<file path="src/rtl/fiq_pkg.sv">
`timescale 1ns/1ps
package fiq_pkg;
  localparam int WORD_W = 32;
  localparam int PC_W   = 32;
  localparam int SEQ_W  = 16;
  localparam int DC_W   = 2;

  typedef struct packed {
    logic [WORD_W-1:0] word;
    logic [PC_W-1:0]   pc;
    logic [SEQ_W-1:0]  seq;
    logic [DC_W-1:0]   dstCnt;
    logic              fault;
  } entry_t;

  // strobes from control to datapath
  typedef struct packed {
    logic push;
    logic pop;
    logic drop;
    logic flush;
  } strobe_t;
endpackage

</file>
<file path="src/rtl/fiq_store.sv">
`timescale 1ns/1ps
module fiq_store import fiq_pkg::*; #(
  parameter int DEPTH = 8,
  parameter logic [WORD_W-1:0] NOP_WORD = 32'hC000_0000
) (
  input  logic              clk,
  input  logic              rstN,
  input  strobe_t           strobe,
  input  logic              pushFault,
  input  logic [WORD_W-1:0] pushWord,
  input  logic [PC_W-1:0]   pushPc,
  input  logic [SEQ_W-1:0]  pushSeq,
  input  logic [DC_W-1:0]   pushDstCnt,
  output entry_t            headEnt,
  output entry_t            lastEnt
);
  localparam int IDX_W = (DEPTH > 1) ? $clog2(DEPTH) : 1;
  localparam logic [IDX_W-1:0] LAST_IDX = IDX_W'(DEPTH - 1);

  entry_t mem [DEPTH];
  logic [IDX_W-1:0] headPtr, tailPtr;
  entry_t newEnt;

  function automatic logic [IDX_W-1:0] stepUp(input logic [IDX_W-1:0] i);
    return (i == LAST_IDX) ? '0 : i + 1'b1;
  endfunction

  function automatic logic [IDX_W-1:0] stepDown(input logic [IDX_W-1:0] i);
    return (i == '0) ? LAST_IDX : i - 1'b1;
  endfunction

  always_comb begin
    newEnt.pc  = pushPc;
    newEnt.seq = pushSeq;
    if (pushFault) begin
      newEnt.word   = NOP_WORD;
      newEnt.dstCnt = '0;
      newEnt.fault  = 1'b1;
    end else begin
      newEnt.word   = pushWord;
      newEnt.dstCnt = pushDstCnt;
      newEnt.fault  = 1'b0;
    end
  end

  always_ff @(posedge clk) begin
    if (strobe.push && !strobe.flush) mem[tailPtr] <= newEnt;
  end

  always_ff @(posedge clk) begin
    if (!rstN || strobe.flush) begin
      headPtr <= '0;
      tailPtr <= '0;
    end else begin
      if (strobe.pop)       headPtr <= stepUp(headPtr);
      if (strobe.drop)      tailPtr <= stepDown(tailPtr);
      else if (strobe.push) tailPtr <= stepUp(tailPtr);
    end
  end

  assign headEnt = mem[headPtr];
  assign lastEnt = mem[stepDown(tailPtr)];

  // removal never shares a cycle with a push or a pop
  a_r8_drop_alone: assert property (@(posedge clk) disable iff (!rstN)
    strobe.drop |-> (!strobe.push && !strobe.pop));

  // a fault push lands at the tail as a no-op carrier
  a_r4_fault_nop: assert property (@(posedge clk) disable iff (!rstN)
    (strobe.push && !strobe.flush && pushFault) |=>
      (lastEnt.fault && lastEnt.word == NOP_WORD && lastEnt.dstCnt == '0));
endmodule

</file>
<file path="src/rtl/fiq_ctrl.sv">
`timescale 1ns/1ps
module fiq_ctrl import fiq_pkg::*; #(
  parameter int DEPTH = 8,
  parameter int ACC_W = 32,
  localparam int CNT_W = $clog2(DEPTH + 1)
) (
  input  logic             clk,
  input  logic             rstN,
  input  logic             flushReq,
  input  logic             pushValid,
  input  logic             popReq,
  input  logic             squashReq,
  input  logic [SEQ_W-1:0] squashSeq,
  input  logic [SEQ_W-1:0] lastSeq,
  input  logic [DC_W-1:0]  lastDstCnt,
  output strobe_t          strobe,
  output logic             pushAccept,
  output logic             popValid,
  output logic             squashBusy,
  output logic [DC_W-1:0]  relCnt,
  output logic [CNT_W-1:0] occupancy,
  output logic             full,
  output logic [ACC_W-1:0] occSum,
  output logic [ACC_W-1:0] fullCycles
);
  logic [CNT_W-1:0] count;
  logic             squashing;
  logic [SEQ_W-1:0] keepSeq;
  logic             dropNow;

  assign full       = (count == CNT_W'(DEPTH));
  assign dropNow    = squashing && (count != '0) && (lastSeq > keepSeq) && !flushReq;
  assign pushAccept = pushValid && !full && !squashing && !flushReq;
  assign popValid   = (count != '0) && !squashing;

  always_comb begin
    strobe.push  = pushAccept;
    strobe.pop   = popReq && popValid && !flushReq;
    strobe.drop  = dropNow;
    strobe.flush = flushReq;
  end

  assign squashBusy = dropNow;
  assign relCnt     = dropNow ? lastDstCnt : '0;
  assign occupancy  = count;

  always_ff @(posedge clk) begin
    if (!rstN || flushReq) begin
      count <= '0;
    end else begin
      count <= count + CNT_W'(strobe.push) - CNT_W'(strobe.pop) - CNT_W'(strobe.drop);
    end
  end

  always_ff @(posedge clk) begin
    if (!rstN || flushReq) begin
      squashing <= 1'b0;
      keepSeq   <= '0;
    end else if (squashReq) begin
      squashing <= 1'b1;
      keepSeq   <= squashSeq;
    end else if (squashing && !dropNow) begin
      squashing <= 1'b0;
    end
  end

  always_ff @(posedge clk) begin
    if (!rstN) begin
      occSum     <= '0;
      fullCycles <= '0;
    end else begin
      occSum     <= occSum + ACC_W'(count);
      fullCycles <= fullCycles + ACC_W'(full);
    end
  end

  a_r1_bounded: assert property (@(posedge clk) disable iff (!rstN)
    count <= CNT_W'(DEPTH));

  a_r1_full_refuses: assert property (@(posedge clk) disable iff (!rstN)
    full |-> !pushAccept);

  a_r3_push_pop_hold: assert property (@(posedge clk) disable iff (!rstN)
    (strobe.push && strobe.pop && !flushReq) |=> (count == $past(count)));

  a_r6_one_per_cycle: assert property (@(posedge clk) disable iff (!rstN)
    strobe.drop |=> (count == $past(count) - CNT_W'(1)));

  a_r9_flush_empties: assert property (@(posedge clk) disable iff (!rstN)
    flushReq |=> (count == '0 && !squashing));

  a_r10_accumulate: assert property (@(posedge clk) disable iff (!rstN)
    1'b1 |=> (occSum == $past(occSum) + ACC_W'($past(count))));
endmodule

</file>
<file path="src/rtl/fetch_inst_queue.sv">
`timescale 1ns/1ps
module fetch_inst_queue import fiq_pkg::*; #(
  parameter int DEPTH = 8,
  parameter int ACC_W = 32,
  parameter logic [WORD_W-1:0] NOP_WORD = 32'hC000_0000,
  localparam int CNT_W = $clog2(DEPTH + 1)
) (
  input  logic              clk,
  input  logic              rstN,
  input  logic              flushReq,
  input  logic              pushValid,
  input  logic              pushFault,
  input  logic [WORD_W-1:0] pushWord,
  input  logic [PC_W-1:0]   pushPc,
  input  logic [SEQ_W-1:0]  pushSeq,
  input  logic [DC_W-1:0]   pushDstCnt,
  output logic              pushAccept,
  input  logic              popReq,
  output logic              popValid,
  output logic [WORD_W-1:0] popWord,
  output logic [PC_W-1:0]   popPc,
  output logic [PC_W-1:0]   popNextPc,
  output logic [SEQ_W-1:0]  popSeq,
  output logic [DC_W-1:0]   popDstCnt,
  output logic              popFault,
  input  logic              squashReq,
  input  logic [SEQ_W-1:0]  squashSeq,
  output logic              squashBusy,
  output logic [DC_W-1:0]   relCnt,
  output logic [CNT_W-1:0]  occupancy,
  output logic              full,
  output logic [ACC_W-1:0]  occSum,
  output logic [ACC_W-1:0]  fullCycles
);
  strobe_t strobe;
  entry_t  headEnt, lastEnt;

  fiq_ctrl #(.DEPTH(DEPTH), .ACC_W(ACC_W)) ctrl_i (
    .clk(clk), .rstN(rstN), .flushReq(flushReq), .pushValid(pushValid),
    .popReq(popReq), .squashReq(squashReq), .squashSeq(squashSeq),
    .lastSeq(lastEnt.seq), .lastDstCnt(lastEnt.dstCnt), .strobe(strobe),
    .pushAccept(pushAccept), .popValid(popValid), .squashBusy(squashBusy),
    .relCnt(relCnt), .occupancy(occupancy), .full(full), .occSum(occSum),
    .fullCycles(fullCycles)
  );

  fiq_store #(.DEPTH(DEPTH), .NOP_WORD(NOP_WORD)) store_i (
    .clk(clk), .rstN(rstN), .strobe(strobe), .pushFault(pushFault),
    .pushWord(pushWord), .pushPc(pushPc), .pushSeq(pushSeq),
    .pushDstCnt(pushDstCnt), .headEnt(headEnt), .lastEnt(lastEnt)
  );

  assign popWord   = headEnt.word;
  assign popPc     = headEnt.pc;
  assign popNextPc = headEnt.pc + PC_W'(4);
  assign popSeq    = headEnt.seq;
  assign popDstCnt = headEnt.dstCnt;
  assign popFault  = headEnt.fault;
endmodule

</file>
<file path="config.mk">
export PLATFORM = sky130hd
export DESIGN_NAME = fetch_inst_queue
export DESIGN_NICKNAME = d
export VERILOG_FILES = /design/src/rtl/fiq_pkg.sv /design/src/rtl/fiq_store.sv /design/src/rtl/fiq_ctrl.sv /design/src/rtl/fetch_inst_queue.sv
export SDC_FILE = /design/constraint.sdc
export NUM_CORES = 1
export LEC_CHECK = 0
export BUFFER_PORTS_ARGS = -buffer_cell sky130_fd_sc_hd__buf_2
export CAP_MARGIN = 20
export CELL_PAD_IN_SITES_DETAIL_PLACEMENT = 0
export CELL_PAD_IN_SITES_GLOBAL_PLACEMENT = 1
export CORE_UTILIZATION = 55
export DETAILED_ROUTE_END_ITERATION = 8
export PLACE_DENSITY = 0.93
export RECOVER_POWER = 25
export SLEW_MARGIN = 15
export SYNTH_ARGS = -nofsm -noshare
export SYNTH_HDL_FRONTEND = slang
export SYNTH_SLANG_ARGS = --single-unit
</file>
<file path="constraint.sdc">
create_clock -name clk -period 21.3 [get_ports clk]
set_input_delay 0 -clock clk [delete_from_list [all_inputs] [get_ports clk]]
set_output_delay 0 -clock clk [all_outputs]
set_load 0.01 [all_outputs]
</file>
==> results of run 1 <==
layout make-up:
cell class	count	area, um^2	area share
Clock buffer	93	1990	0.0532
Clock inverter	40	428	0.0115
Inverter	49	184	0.00493
Multi-Input combinational cell	855	9160	0.245
Sequential cell	758	21800	0.585
Tap cell	756	946	0.0253
Timing Repair Buffer	437	2800	0.0749
cells in the final DEF, fill, tap and decap left out, types with 19 or more instances in the layout:
master | Yosys | routed
nor2_1 | 50 | 47
inv_1 | 47 | 47
clkbuf_16 | 0 | 77
buf_4 | 4 | 27
edfxtp_1 | 664 | 664
nand2_1 | 64 | 64
mux2_2 | 82 | 82
mux4_2 | 170 | 170
nand4_1 | 20 | 20
dfxtp_1 | 94 | 91
ha_1 | 34 | 34
a21oi_1 | 19 | 19
clkbuf_1 | 45 | 65
buf_2 | 18 | 244
o21ai_0 | 30 | 30
dlygate4sd3_1 | 0 | 116
nor2b_1 | 42 | 42
and2_1 | 46 | 46
xnor2_1 | 53 | 53
nand3_1 | 41 | 41
mux2i_1 | 27 | 27
final timing paths:
kind                                              end  slack, ps  cells past startpoint
worst min register to register  ctrl_i.fullCycles[19]        520                      2
worst min-delay path               store_i.headPtr[0]         30                      4
worst max-delay path              ctrl_i.occupancy[3]      13760                     21
worst max register to register    ctrl_i.occupancy[3]      13760                     21
kinds of logic after synthesis:
logic type / Yosys count / synth area share
xor gates and xnor gates: 70 / 0.0194
and+or+nand+nor: 335 / 0.0566
muxes: 293 / 0.171
adders and majority gates: 37 / 0.0154
DFF: 758 / 0.691
buffers and inverters: 131 / 0.0205
AOI/OAI and AO/OA: 120 / 0.0264
through the flow:
| step | util | setup WS [ps] |
|---|---|---|
| floorplan | - | 11690 |
| global placement | 0.597 | 14060 |
| detailed placement | 0.597 | 13770 |
| CTS | 0.660 | 13790 |
| global route | 0.660 | 13350 |
| finish | 0.660 | 13760 |
registers in the layout, indices dropped and copies added, names as in the netlist, named ones only:
name,flops
ctrl_i.fullCycles,32
ctrl_i.keepSeq,16
ctrl_i.occSum,32
ctrl_i.occupancy,4
ctrl_i.squashing,1
store_i.headPtr,3
store_i.mem,664
store_i.tailPtr,3
per-layer routing:
layer  up-vias  part of all wire  wire (um)  global-route usage
met5         -           0.00029         22                   0
met2       962              0.50      37500               0.429
met4         4             0.023       1700              0.0740
met1      9315              0.39      29200               0.343
met3       146             0.089       6710              0.0605
li1       7812                 -          -                   -
power by group through the flow:
| stage | Clock [mW] | Sequential [mW] | Combinational, mW |
|---|---|---|---|
| global route | 1.37 | 1.63 | 0.139 |
| floorplan | 0 | 1.66 | 0.0617 |
| detailed placement | 0 | 1.66 | 0.110 |
| finish | 1.30 | 1.63 | 0.130 |
| CTS | 1.31 | 1.63 | 0.130 |
| global placement | 0 | 1.66 | 0.106 |
worst min-delay path: stages:
cell and delay (ps):
buf_2 110, nand3_1 260, a21oi_1 110, nor2_1 110
timing repair:
item                                   4_1_cts  5_1_grt
hold buffers                               116        0
endpoints found under the hold margin      675        0
setup endpoints to repair                    0        0
synth_stat cells (14+ instances only):
| cell type | n | area share |
|---|---|---|
| edfxtp_1 | 664 | 0.63 |
| mux4_2 | 170 | 0.12 |
| dfxtp_1 | 94 | 0.060 |
| mux2_2 | 82 | 0.029 |
| nand2_1 | 64 | 0.0076 |
| xnor2_1 | 53 | 0.015 |
| nor2_1 | 50 | 0.0059 |
| inv_1 | 47 | 0.0056 |
| and2_1 | 46 | 0.0091 |
| clkbuf_1 | 45 | 0.0053 |
| nor2b_1 | 42 | 0.0083 |
| nand3_1 | 41 | 0.0065 |
| ha_1 | 34 | 0.013 |
| o21ai_0 | 30 | 0.0048 |
| mux2i_1 | 27 | 0.0086 |
| nand4_1 | 20 | 0.0040 |
| a21oi_1 | 19 | 0.0030 |
| buf_2 | 18 | 0.0029 |
| xor2_1 | 17 | 0.0047 |
| or3_1 | 15 | 0.0030 |
| a21boi_0 | 14 | 0.0033 |
| mux4_1 | 14 | 0.012 |
==> flow_summary.yaml, run 1 <==
cts:
  cts_resized: 0
  numCtsBuffers: 75
  cts_root_buf: "clkbuf_16"
  clock_path_buffers: 3
  clkSlewWorstSetupHoldPaths_ps: 60
  cts_sinks: 758
  clk_latency_ps: 620
  h-tree-depth: 3
  post-cts-setup-buffers: 0
  tritoncts: "done"
routing:
  via_per_inst: 6.10
  drc: 0
  wl_um: 75100
  first_pass_iters: 6
  drtIter0Drc: 1721
  ant_nets: 0
  vias: 18200
  wl_per_cell_um: 25.1
power_and_ir_drop:
  power.switching_uw: 634
  power_frac_seq: 0.533
  power_density_nw_per_um2: 81.9
  p_int_mw: 2.42
  comb_power_share: 0.042
  p_total_mw: 3.06
  irDropWorstVdd_mv: 0.0757
  swShare: 0.207
  p_leak_nw: 12.6
  pwr-share-clk: 0.424
sta:
  max_slew.worst_pin.slew_ps: 2450
  hold_slack_ps: 32.3
  skew_ps: 24.5
  rsz0062_at_grt: "no"
  setup_viol: 0
  setup_tns_ps: 0
  final_max_slew_viol_count: 43
  maxSlewHeadroom: -0.631
  fin_crit_sh: 0.354
  hold_viol_final: 0
  max_freq_ghz: 0.133
  min_period_ps: 7540
critical_path:
  critPathTopFamily: "adder cells"
  slowest_stage: "nor2_1"
  cp-start-kind: "flop"
  crit_required_ps: 21760
  path_common_cell: "ha_1"
  critPathCaptureType: "flop"
  crit_start: "store_i.tailPtr[0]"
  crit_type: "flop to flop"
  max_stage_delay_ps: 1000
  arrival_ps: 8000
  crit_fanout: 27
  path_buf_inv: 5
  r2r-start: "store_i.tailPtr[0]"
  worstPathCellList: "clkinv_1 -> ha_1 -> ha_1 -> clkinv_1 -> nor2_1 -> a222oi_1 -> o21ai_0 -> ha_1 -> nand4_1 -> or3_1 -> o221ai_1 -> nand2_1 -> fa_1 -> inv_1 -> ha_1 -> inv_1 -> ha_1 -> inv_1 -> fa_1 -> xnor2_1 -> nor2_1"
yosys:
  synth.distinct_cells: 61
  synthArstFlopShare: 0
  synth_ff_type: "edfxtp_1"
  syn_area_um2: 31600
  synth_edf_count: 664
  syn_nets: 1886
  ys_ff_latch: 758
  synth_seq_area_share: 0.691
  syn_area_per_cell_um2: 18.1
  syn-instance-count: 1744
  ys_warn_count: 0
die:
  rows: 87
  ioPinCount: 294
  core-area_um2: 56600
  start_util: 0.558
  die_w_um: 242
  die_y_um: 242
  die-area_um2: 58400
grt:
  grt_pass1_wl_um: 114000
  grt_pass1_vias: 18600
  antenna_found_initial: 3
  grt_overflow: 0
  grt_max_degree: 82
  track_usage: 0.258
layout:
  antenna_cells: 0
  nFillCells: 3739
  layoutNonFillerInstCount: 2988
  fin_area_um2: 37300
  synthToLayoutAreaGrowth_pct: 18.2
  post_route_cells_drive_above_1_share: 0.291
  nNetsFinal: 2318
run_status:
  status: "complete, but fails checks"
  violations: "capacitance limit, slew limit"
placed_design:
  dpl_cell_area_um2: 33800
  gp_congestion: 0.868
  place_inst: 2738
  post-dp-hpwl_um: 43500
  port_buffers: 293
flow_run:
  cap_viol_max_count: 1
min_path:
  worstHoldPathType: "input pin to flop"
  min_from: "popReq"
Note: power is estimated with default switching activity, not from simulation.
==> inputs of run 2 (changes only) <==
--- a/config.mk
+++ b/config.mk
@@ -9,9 +9,9 @@
 export CAP_MARGIN = 20
 export CELL_PAD_IN_SITES_DETAIL_PLACEMENT = 0
 export CELL_PAD_IN_SITES_GLOBAL_PLACEMENT = 1
-export CORE_UTILIZATION = 55
+export CORE_UTILIZATION = 46
 export DETAILED_ROUTE_END_ITERATION = 8
-export PLACE_DENSITY = 0.93
+export PLACE_DENSITY = 0.84
 export RECOVER_POWER = 25
 export SLEW_MARGIN = 15
 export SYNTH_ARGS = -nofsm -noshare
==> constraint.sdc (replaced) <==
create_clock -name clk -period 6.5 [get_ports clk]
set_input_delay 0 -clock clk [delete_from_list [all_inputs] [get_ports clk]]
set_output_delay 0 -clock clk [all_outputs]
set_load 0.01 [all_outputs]
==> run 2 against run 1 <==
Net effect:
- critical path type unchanged
- hold slack worse by 4.6 ps
- flip-flop and latch count did not move
- non-clock buffer count down 2
- die area up 19%
- highest routed layer unchanged
- setup slack worse by 13000 ps
- combinational power rose to 3.3 times the previous value
- the run still ends with capacitance limit, slew limit left
- register-to-register slack worse by 13000 ps
- clock power increased to 3.4 times the previous value
- sequential power rose to 3.3 times the previous value
==> flow_summary.yaml, run 2 (same netlist as run 1, synthesis figures left out) <==
critical_path:
  cp-start-kind: "flop"
  max_stage_delay_ps: 770
  critPathCaptureType: "flop"
  path_common_cell: "ha_1"
  r2r-start: "store_i.tailPtr[0]"
  slowest_stage: "nor2_1"
  crit_fanout: 11
  crit_start: "store_i.tailPtr[0]"
  arrival_ps: 6620
  worstPathCellList: "clkinv_1 -> ha_1 -> ha_1 -> nand2b_1 -> nor2_1 -> a222oi_1 -> o21ai_0 -> ha_1 -> nand4_1 -> or3_1 -> o221ai_1 -> nand2_1 -> fa_1 -> inv_1 -> ha_1 -> inv_1 -> ha_1 -> inv_1 -> fa_1 -> xnor2_1 -> nor2_1"
  crit_type: "flop to flop"
  crit_required_ps: 6970
routing:
  vias: 17800
  via_per_inst: 5.73
  met2_length_um: 36700
  first_pass_iters: 7
  drt-met1-wl_um: 30800
  wl_um: 75200
  wl_met3_um: 6080
  dr.max_layer_used: "met5"
  drtIter0Drc: 1663
  ant_nets: 0
  wl_per_cell_um: 24.2
  drc: 0
layout:
  post_route_cells_drive_above_1_share: 0.295
  fin_area_um2: 37700
  synthToLayoutAreaGrowth_pct: 19.4
  top_regs: "store_i.mem x664, ctrl_i.fullCycles x32, ctrl_i.occSum x32"
  nNetsFinal: 2319
  final_common_cell: "edfxtp_1"
  largest_reg_flops: 664
  regMostFlops: "store_i.mem"
  mostFrequentLayoutCells: "edfxtp_1 (664), buf_2 (244), mux4_2 (170), dlygate4sd3_1 (117), dfxtp_1 (91)"
min_path:
  min_from: "rstN"
  worstHoldPathType: "input pin to flop"
sta:
  fin_crit_sh: 0.946
  max_slew.worst_pin.slew_ps: 2480
  maxSlewHeadroom: -0.656
  setup_viol: 0
  final_max_slew_viol_count: 43
  rsz0062_at_grt: "no"
  skew_ps: 21.8
  max_freq_ghz: 0.163
  hold_viol_final: 0
  min_period_ps: 6150
power_and_ir_drop:
  p_leak_nw: 12.7
  power_density_nw_per_um2: 272
  p_total_mw: 10.2
  irDropWorstVdd_mv: 0.202
cts:
  clk_latency_ps: 620
  cts_root_buf: "clkbuf_16"
  cts_sinks: 758
  clkSlewWorstSetupHoldPaths_ps: 60
  clock_path_buffers: 3
  tritoncts: "done"
  numCtsBuffers: 78
  h-tree-depth: 3
  post-cts-setup-buffers: 0
flow_run:
  cap_viol_max_count: 1
placed_design:
  post-dp-hpwl_um: 44700
  gp_congestion: 0.881
  dpl_cell_area_um2: 34000
  port_buffers: 293
die:
  ioPinCount: 294
  core-area_um2: 67500
  rows: 95
  die_w_um: 264
  die-area_um2: 69700
  die_y_um: 264
  start_util: 0.468
grt:
  track_usage: 0.216
  grt_pass1_wl_um: 113000
  grt_pass1_vias: 18300
  antenna_found_initial: 5
  grt_max_degree: 84
  grt_overflow: 0
run_status:
  status: "complete, but fails checks"
  violations: "capacitance limit, slew limit"
==> run 2: report_power, final <==
part / total, mW / switching [mW] / leakage, nW / internal, mW
clock network: 4.48 / 1.83 / 1.26 / 2.65
registers: 5.35 / 0.0182 / 6.79 / 5.33
logic: 0.424 / 0.234 / 4.66 / 0.191
total: 10.2 / 2.08 / 12.7 / 8.17
==> run 2: layout make-up <==
type | instances | area [um^2]
diodes | 2 | 5.00
clock inverters | 39 | 483
clock buffers | 99 | 2090
repair buffers | 435 | 2840
fillers | 5182 | 29800
multi-input cells | 855 | 9180
well taps | 873 | 1090
flip-flops and latches | 758 | 21800
inverters | 49 | 184
==> run 2: through the flow <==
step           worst slack, ps   util  instances  setup TNS [ps]  hold slack (ps)
3_5_place_dp               300  0.504       2853               0              245
6_report                   353  0.558       3110               0             27.6
4_1_cts                    269  0.559       3108               0             10.5
5_1_grt                 0.0333  0.558       3109               0             52.5
2_1_floorplan             -838      -       1744         -208710             98.9
3_3_place_gp               606  0.504       2853               0              241
==> run 2: worst max-delay path, delay by kind of cell (launching register included) <==
kind | cells | cell delay, ps
AOI/OAI and AO/OA | 3 | 990
xor gates and xnor gates | 1 | 160
adders and majority gates | 7 | 1860
buffers and inverters | 4 | 370
DFF | 1 | 650
and+or+nand+nor | 6 | 1960
==> run 2: path summary, 6_finish.rpt <==
kind,cells past startpoint,endpoint,slack (ps)
setup / recovery,21,ctrl_i.occupancy[3],350
hold / removal,3,ctrl_i.fullCycles[26],30
setup reg to reg,21,ctrl_i.occupancy[3],350
hold reg to reg,2,ctrl_i.occSum[31],510
==> run 2: what timing repair did <==
item                                    CTS  global route
gates resized for setup                   0             1
hold buffers                            117             0
hold endpoints to repair                681             0
endpoints found under the setup margin    0             1
==> run 2: routing by layer <==
layer  GRT usage  up-vias
met5           0        -
met4      0.0629        6
met3      0.0527      102
met2       0.351      719
met1       0.288     9170
li1            -     7825
